## config.mk

```make
export PLATFORM = sky130hd
export DESIGN_NAME = ptr_load_unit
export DESIGN_NICKNAME = d
export VERILOG_FILES = /design/src/rtl/ptr_load_unit.sv
export SDC_FILE = /design/constraint.sdc
export NUM_CORES = 1
export LEC_CHECK = 0
export BUFFER_PORTS_ARGS = -buffer_cell sky130_fd_sc_hd__buf_2
export CAP_MARGIN = 25
export CELL_PAD_IN_SITES_DETAIL_PLACEMENT = 0
export CELL_PAD_IN_SITES_GLOBAL_PLACEMENT = 1
export CORE_UTILIZATION = 32
export CTS_CLUSTER_SIZE = 28
export DETAILED_ROUTE_END_ITERATION = 12
export GPL_ROUTABILITY_DRIVEN = 0
export HOLD_SLACK_MARGIN = 0.08
export PLACE_DENSITY = 0.79
export SYNTH_ARGS = -nofsm -noshare
export SYNTH_HDL_FRONTEND = slang
export SYNTH_SLANG_ARGS = --single-unit
```

## constraint.sdc

```tcl
create_clock -name clk -period 4 [get_ports clk]
set_input_delay 0.8 -clock clk [delete_from_list [all_inputs] [get_ports clk]]
set_output_delay 0.8 -clock clk [all_outputs]
set_load 0.005 [all_outputs]
```

## src/rtl/ptr_load_unit.sv

```systemverilog
module ptr_load_unit #(
  parameter int            AW           = 20,
  parameter int            DW           = 32,
  parameter logic [AW-1:0] SHARED_FLOOR = 'h400,
  parameter int            WORD_STEP    = 1,
  parameter int            BYTE_STEP    = 4,
  parameter logic [8:0]    OPCODE       = 9'h1FD
) (
  input  logic          clk,
  input  logic          rst_n,
  input  logic          in_valid,
  input  logic [31:0]   instr,
  input  logic [AW-1:0] pc,
  output logic          wr_en,
  output logic [1:0]    wr_sel,
  output logic [DW-1:0] wr_data
);

  localparam int PADW = DW - AW;

  logic          hit, rel, word_dom;
  logic [AW-1:0] imm, step, next_pc, target;

  assign hit      = in_valid && (instr[31:23] == OPCODE);
  assign rel      = instr[AW];
  assign imm      = instr[AW-1:0];
  assign word_dom = pc < SHARED_FLOOR;
  assign step     = word_dom ? AW'(WORD_STEP) : AW'(BYTE_STEP);
  assign next_pc  = pc + step;
  assign target   = rel ? (next_pc + imm) : imm;

  always_ff @(posedge clk) begin
    if (!rst_n) begin
      wr_en   <= 1'b0;
      wr_sel  <= 2'b00;
      wr_data <= '0;
    end else begin
      wr_en <= hit;
      if (hit) begin
        wr_sel  <= instr[22:21];
        wr_data <= {{PADW{1'b0}}, target};
      end
    end
  end

  a_r1_strobe_off: assert property (@(posedge clk) disable iff (!rst_n)
    !(in_valid && (instr[31:23] == OPCODE)) |=> !wr_en);

  a_r2_dst_field: assert property (@(posedge clk) disable iff (!rst_n)
    (in_valid && (instr[31:23] == OPCODE)) |=> (wr_en && wr_sel == $past(instr[22:21])));

  a_r3_abs_pass: assert property (@(posedge clk) disable iff (!rst_n)
    (in_valid && (instr[31:23] == OPCODE) && !instr[AW]) |=> (wr_data[AW-1:0] == $past(instr[AW-1:0])));

  a_r5_word_rel: assert property (@(posedge clk) disable iff (!rst_n)
    (in_valid && (instr[31:23] == OPCODE) && instr[AW] && (pc < SHARED_FLOOR))
    |=> (wr_data[AW-1:0] == AW'($past(pc) + AW'(WORD_STEP) + $past(instr[AW-1:0]))));

  a_r7_upper_zero: assert property (@(posedge clk) disable iff (!rst_n)
    wr_data[DW-1:AW] == '0);

  a_r9_hold: assert property (@(posedge clk) disable iff (!rst_n)
    !(in_valid && (instr[31:23] == OPCODE)) |=> ($stable(wr_data) && $stable(wr_sel)));

endmodule

```

==> reports/metrics.csv, run 1 <==
metric;value;unit
outcome;finished clean;
Setup crit end kind;flop;
Inst Count DP;451;
slowest stage cell, crit path;or4_1;
DRT Pass-1 Iters;4;
vias in the first global route;2161;
Critical R2R Capture;wr_data[16];
Setup crit end;wr_data[17];
# Post-CTS Setup Buffers;0;
DIE WIDTH;87.5;um
crit path DAT;4.00;ns
Core Region;6910;sq um
# DRC;0;
antenna-violating nets left;0;
switching part of the total;36.1;%
Layout Nets;453;
number of max-cap violations;0;
Port Buffer Count;77;
Final Cycle Share;95.0;%
CP bufs+invs;2;
P_leak;1.45;nW
CTS H-Tree Depth;1;
initial core utilization;33.8;%
cell count after synthesis;284;
Post-Syn Area;2340;sq um
FMAX;263;MHz
clk buf depth;2;
met1 Use GR;23.8;%
fin util;41.3;%
cell family with most CP delay;simple AND/OR/NAND/NOR gates;
post-synthesis sequential area ratio;19.7;%
critical-path maximum fanout;4;
TritonCTS buffer count;3;
Iter 0 DRT Violations;107;
reg-to-reg critical path startpoint;wr_data[16];
first-pass GRT wire length;10.2;mm
YS warnings;0;
critical path class;primary input to flop;
share of cells above drive strength 1;26.5;%
Final WS setup;0.198;ns
Slew Viols, Final;0;
Via density;5.08;
Final min period;3.80;ns
CTS sink cnt;23;
Chip Height;87.5;um
Area Growth Syn to Fin;22.0;%
PwrDens;237;nW/um^2
Hold Path Class;flop to flop;
multi-input logic area;1730;sq um
Worst VDD drop;0.115;mV
via count;2310;
CP peak stage delay;0.53;ns
Post-synth top flop;dfxtp_1;
dpl ws;-0.177;ns
NetSw;0.243;mW
CTS tree;done;
Non-Filler Instances;455;
r2r setup slk;3.17;ns
commonest non-fill, non-tap cell in the layout;buf_2;
P_int;0.431;mW
Clock Latency Late Sink;0.26;ns
Slew headroom;59.8;%
clock slew at reported path FFs;0.08;ns
Mapped Avg Cell Area;8.23;sq um
Crit path required time;4.20;ns
clock root cell;clkbuf_8;
Routed wire per std cell;13.7;um
initial antenna violation count;0;
post-synth cell types;46;
Post-synth EDFFs;0;
slew of the pin with the lowest slew margin;0.603;ns
most frequent cells in the layout;buf_2 (77), ha_1 (35), a21oi_1 (31);
Final Hold Viols;0;
M2 GR Usage;26.3;%
Most Frequent Cell on Critical Path;fa_1;
Final setup viols;0;
WL final;6.25;mm
GRT met3 Usage;3.41;%
Critical Path Stages;13;
Hold WS;0.497;ns
row cnt;30;
worst r2r path cells;4;
clk_skew;0;ns
asr flop ratio synth;0;%
area of the die;7650;sq um
All-Layer GR Usage;16.9;%
Clock power frac;21.7;%
Layout fillers;719;
DP HPWL;5.01;mm
startpoint types;primary input;
critical path startpoint;pc[14];
Seq. cell area;460;sq um
Boundary Pins;90;
largest net degree at the start of global routing;45;
Gate power share;44.3;%
sequential power share;33.9;%
#FFs+latches synth;23;
RSZ-0062 raised after global routing;false;
GRT overflow;0;
critical path, cell by cell;buf_2, or4_1, nor4_2, buf_4, fa_1, fa_1, nand2b_1, a21oi_2, a211oi_4, o21ai_2, a41oi_1, xor2_1, a21oi_1;
gr busiest metal;met2;
n_diodes;0;
-- worst reg2reg max path: stages, from the launching register on --
cell and delay (ns):
dfxtp_1 0.36, inv_1 0.04, o21ai_0 0.19, nand2_1 0.08
o211ai_1 0.09
-- kinds of logic (layout without fill, tap and decap cells) --
kind of cell | after synthesis | in the layout | synth area share [%]
flip-flops | 23 | 23 | 19.7
adder cells (fa/ha/maj) | 38 | 38 | 21.3
multiplexers | 13 | 13 | 5.62
AND/OR/NAND/NOR | 70 | 70 | 15.1
XOR/XNOR | 16 | 16 | 6.00
other | 1 | 12 | 0.160
buffers and inverters | 38 | 102 | 8.24
AO/OA/AOI/OAI | 85 | 85 | 23.9
-- registers in the layout, indices dropped and copies added, names as in the netlist --
name and flops:
wr_data 20, wr_sel 2, wr_en 1
-- final cells by class --
cell class / count / area share, %
Sequential cell: 23 / 16.1
Tap cell: 96 / 4.21
Clock buffer: 4 / 1.58
Multi-Input combinational cell: 234 / 60.7
Timing Repair Buffer: 85 / 15.6
Inverter: 13 / 1.71
-- how the worst min path moves through the flow --
stage	from	end	slack [ns]	cells after the start
after global routing	wr_data[1]	wr_data[1]	0.52	1
after floorplan	wr_data[0]	wr_data[0]	0.50	1
after global placement	wr_data[1]	wr_data[1]	0.48	1
after detailed placement	wr_data[1]	wr_data[1]	0.48	1
final	wr_data[1]	wr_data[1]	0.50	1
after CTS	wr_data[1]	wr_data[1]	0.50	1
-- metrics by stage --
step	power, mW	instance area [sq um]	TNS, ns
floorplan	0.451	2380	0
global placement	0.531	2800	-0.180
detailed placement	0.531	2800	-0.743
CTS	0.684	2850	0
global route	0.734	2850	0
finish	0.675	2850	0
-- power groups by stage --
stage / registers, mW / clock network (mW) / logic [mW]
after global placement: 0.235 / 0 / 0.297
final: 0.229 / 0.147 / 0.299
after global routing: 0.229 / 0.167 / 0.337
after floorplan: 0.235 / 0 / 0.216
after detailed placement: 0.235 / 0 / 0.296
after CTS: 0.229 / 0.156 / 0.299
-- routing by layer --
layer | up-vias | wire length (um)
met1 | 1057 | 2940
met4 | 0 | 87
met2 | 92 | 2740
met3 | 11 | 480
met5 | - | 0
li1 | 1150 | -
-- cell usage after synthesis (2+ instances only) --
cell type / n / share of area, %
o21ai_0: 13 / 2.8
nand3_1: 3 / 0.64
o21ai_1: 4 / 0.86
nand2b_1: 5 / 1.3
o211ai_1: 10 / 3.2
a211oi_1: 2 / 0.64
buf_4: 12 / 3.9
o21bai_1: 3 / 0.96
xnor2_1: 9 / 3.4
inv_1: 13 / 2.1
nand2_1: 29 / 4.7
nand4_1: 4 / 1.1
xor2_1: 7 / 2.6
nor2_1: 12 / 1.9
dfxtp_1: 23 / 20
nand4b_1: 2 / 0.75
buf_2: 4 / 0.86
or4_1: 2 / 0.64
clkbuf_1: 8 / 1.3
a21o_1: 2 / 0.64
nor2b_1: 4 / 1.1
and2_1: 2 / 0.54
a31oi_1: 4 / 1.1
fa_1: 3 / 2.6
a21oi_1: 31 / 6.6
ha_1: 35 / 19
o211a_1: 6 / 2.6
mux2i_1: 12 / 5.1
nand3b_1: 3 / 0.96
-- repair_timing --
item                       CTS  global route
hold buffers                 0             0
setup endpoints to repair    0             3
resized for setup            0             1
Power figures use the tool's default switching activity.
==> inputs of run 2 (changes only) <==
Settings changed: CORE_UTILIZATION 32 to 35, PLACE_DENSITY 0.79 to 0.82.
Clock period 4 ns to 4.3 ns, I/O delays scaled along.
==> reports/metrics.csv, run 2 (synthesis gave the netlist of run 1 again) <==
metric;value;unit;change
crit path DAT;4.19;ns;+0.19 ns
startpoint types;primary input;;
# DRC;0;;unchanged
Core Region;6390;sq um;-7.5%
clk buf depth;2;;unchanged
Setup crit end kind;flop;;
Iter 0 DRT Violations;136;;+27%
share of cells above drive strength 1;25.4;%;-1.0 points
initial core utilization;36.6;%;+2.8 points
slowest stage cell, crit path;or4_1;;
Slew Viols, Final;0;;unchanged
Final Hold Viols;0;;unchanged
critical path class;primary input to flop;;
Chip Height;83.7;um;-4.3%
met1 Use GR;23.2;%;-0.59 points
DRT Pass-1 Iters;4;;unchanged
Final min period;3.99;ns;
gr busiest metal;met2;;
clock root cell;clkbuf_8;;
Seq. cell area;460;sq um;unchanged
Largest register FFs;20;;unchanged
TritonCTS buffer count;3;;unchanged
Worst VDD drop;0.174;mV;+51%
top flop regs;wr_data: 20 flops, wr_sel: 2 flops, wr_en: 1 flops;;
Layout fillers;639;;-11%
Area Growth Syn to Fin;19.2;%;
n_diodes;0;;unchanged
P_leak;1.43;nW;-1.5%
vias in the first global route;2244;;+3.8%
slew of the pin with the lowest slew margin;0.612;ns;+0.00950 ns
fin util;43.6;%;+2.3 points
most frequent cells in the layout;buf_2 (77), ha_1 (35), a21oi_1 (31);;
Clock Latency Late Sink;0.27;ns;about the same
hold_buf cts;0;;unchanged
Biggest register;wr_data;;
CTS H-Tree Depth;1;;unchanged
CP peak stage delay;0.56;ns;+0.03 ns
Crit path required time;4.50;ns;+0.30 ns
clk_skew;0;ns;unchanged
Post-CTS Resized;0;;unchanged
GRT overflow;0;;unchanged
first-pass GRT wire length;10.4;mm;+1.1%
GRT met3 Usage;3.07;%;-0.35 points
commonest non-fill, non-tap cell in the layout;buf_2;;
outcome;finished clean;;
PwrDens;225;nW/um^2;-4.7%
largest net degree at the start of global routing;45;;unchanged
CTS sink cnt;23;;unchanged
All-Layer GR Usage;17.8;%;+0.99 points
CTS tree;done;;
critical-path maximum fanout;4;;unchanged
WL final;6.17;mm;-1.2%
cell family with most CP delay;simple AND/OR/NAND/NOR gates;;
DIE WIDTH;83.7;um;-4.3%
area of the die;7010;sq um;-8.4%
Routed wire per std cell;14.3;um;+4.3%
Layout Nets;448;;-1.1%
Hold Path Class;flop to flop;;
Slew headroom;59.2;%;-0.63 points
clock slew at reported path FFs;0.09;ns;about the same
# Post-CTS Setup Buffers;0;;unchanged
Most Frequent Cell on Critical Path;fa_1;;
Final Cycle Share;92.8;%;
DP HPWL;4.81;mm;-4.0%
M2 GR Usage;30.8;%;+4.5 points
antenna-violating nets left;0;;unchanged
via count;2260;;-2.2%
multi-input logic area;1730;sq um;-0.36%
row cnt;29;;-3.3%
critical path, cell by cell;buf_2, or4_1, nor4_1, buf_4, fa_1, fa_1, nand2b_1, a21oi_2, a211oi_4, o21ai_2, xor2_1, mux2i_1, a21oi_1;;
Boundary Pins;90;;unchanged
RSZ-0062 raised after global routing;false;;
CP bufs+invs;2;;unchanged
initial antenna violation count;0;;unchanged
number of max-cap violations;0;;unchanged
Final WS setup;0.309;ns;+0.111 ns
Final setup viols;0;;unchanged
FMAX;251;MHz;
Via density;5.24;;+3.3%
setup_tns;0;ns;unchanged
Port Buffer Count;77;;unchanged
dpl ws;0.0468;ns;+0.224 ns
-- run 2: cell count changes in the layout (fill, tap and decap cells not counted), sizes merged --
| cell | change |
|---|---|
| buf | -5 |
| clkbuf | -1 |
| clkinv | +1 |
-- run 2: routing by layer --
layer  vias to the layer above  routed length [um]
met2                        80                2830
li1                       1142                   -
met3                         6                 364
met5                         -                   0
met1                      1032                2910
met4                         0                  70
-- run 2: path summary, 6_finish.rpt --
path	from	to	depth (start not counted)	slack, ns
min	wr_data[2]	wr_data[2]	1	0.50
min reg2reg	wr_data[2]	wr_data[2]	1	0.50
max	pc[14]	wr_data[9]	13	0.31
max reg2reg	wr_data[16]	wr_data[16]	4	3.55
-- run 2: worst register-to-register path, cell delays in order (launching register included) --
cell	delay, ns
dfxtp_1	0.34
inv_1	0.04
o21ai_0	0.14
nand2_1	0.07
o211ai_1	0.09
-- run 2: area by class of cell --
class,instances,share of cell area (%)
multi-input combinational,234,61.9
inverter,13,1.75
clock inverter,1,0.180
tap,77,3.46
timing repair buffer,80,14.6
clock buffer,3,1.48
sequential,23,16.5
-- run 2: power breakdown --
group / leakage, nW / internal (mW) / switching, mW
sequential: 0.185 / 0.213 / 0.000117
combinational: 1.22 / 0.116 / 0.157
clock: 0.0255 / 0.0649 / 0.0768
-- run 2: stage by stage --
step | cell area (sq um) | power, mW | hold WS, ns | instances
after floorplan | 2380 | 0.419 | 0.495 | 295
after global placement | 2740 | 0.486 | 0.480 | 427
after detailed placement | 2740 | 0.486 | 0.485 | 427
after CTS | 2790 | 0.632 | 0.508 | 431
after global routing | 2790 | 0.675 | 0.531 | 431
final | 2790 | 0.628 | 0.501 | 431
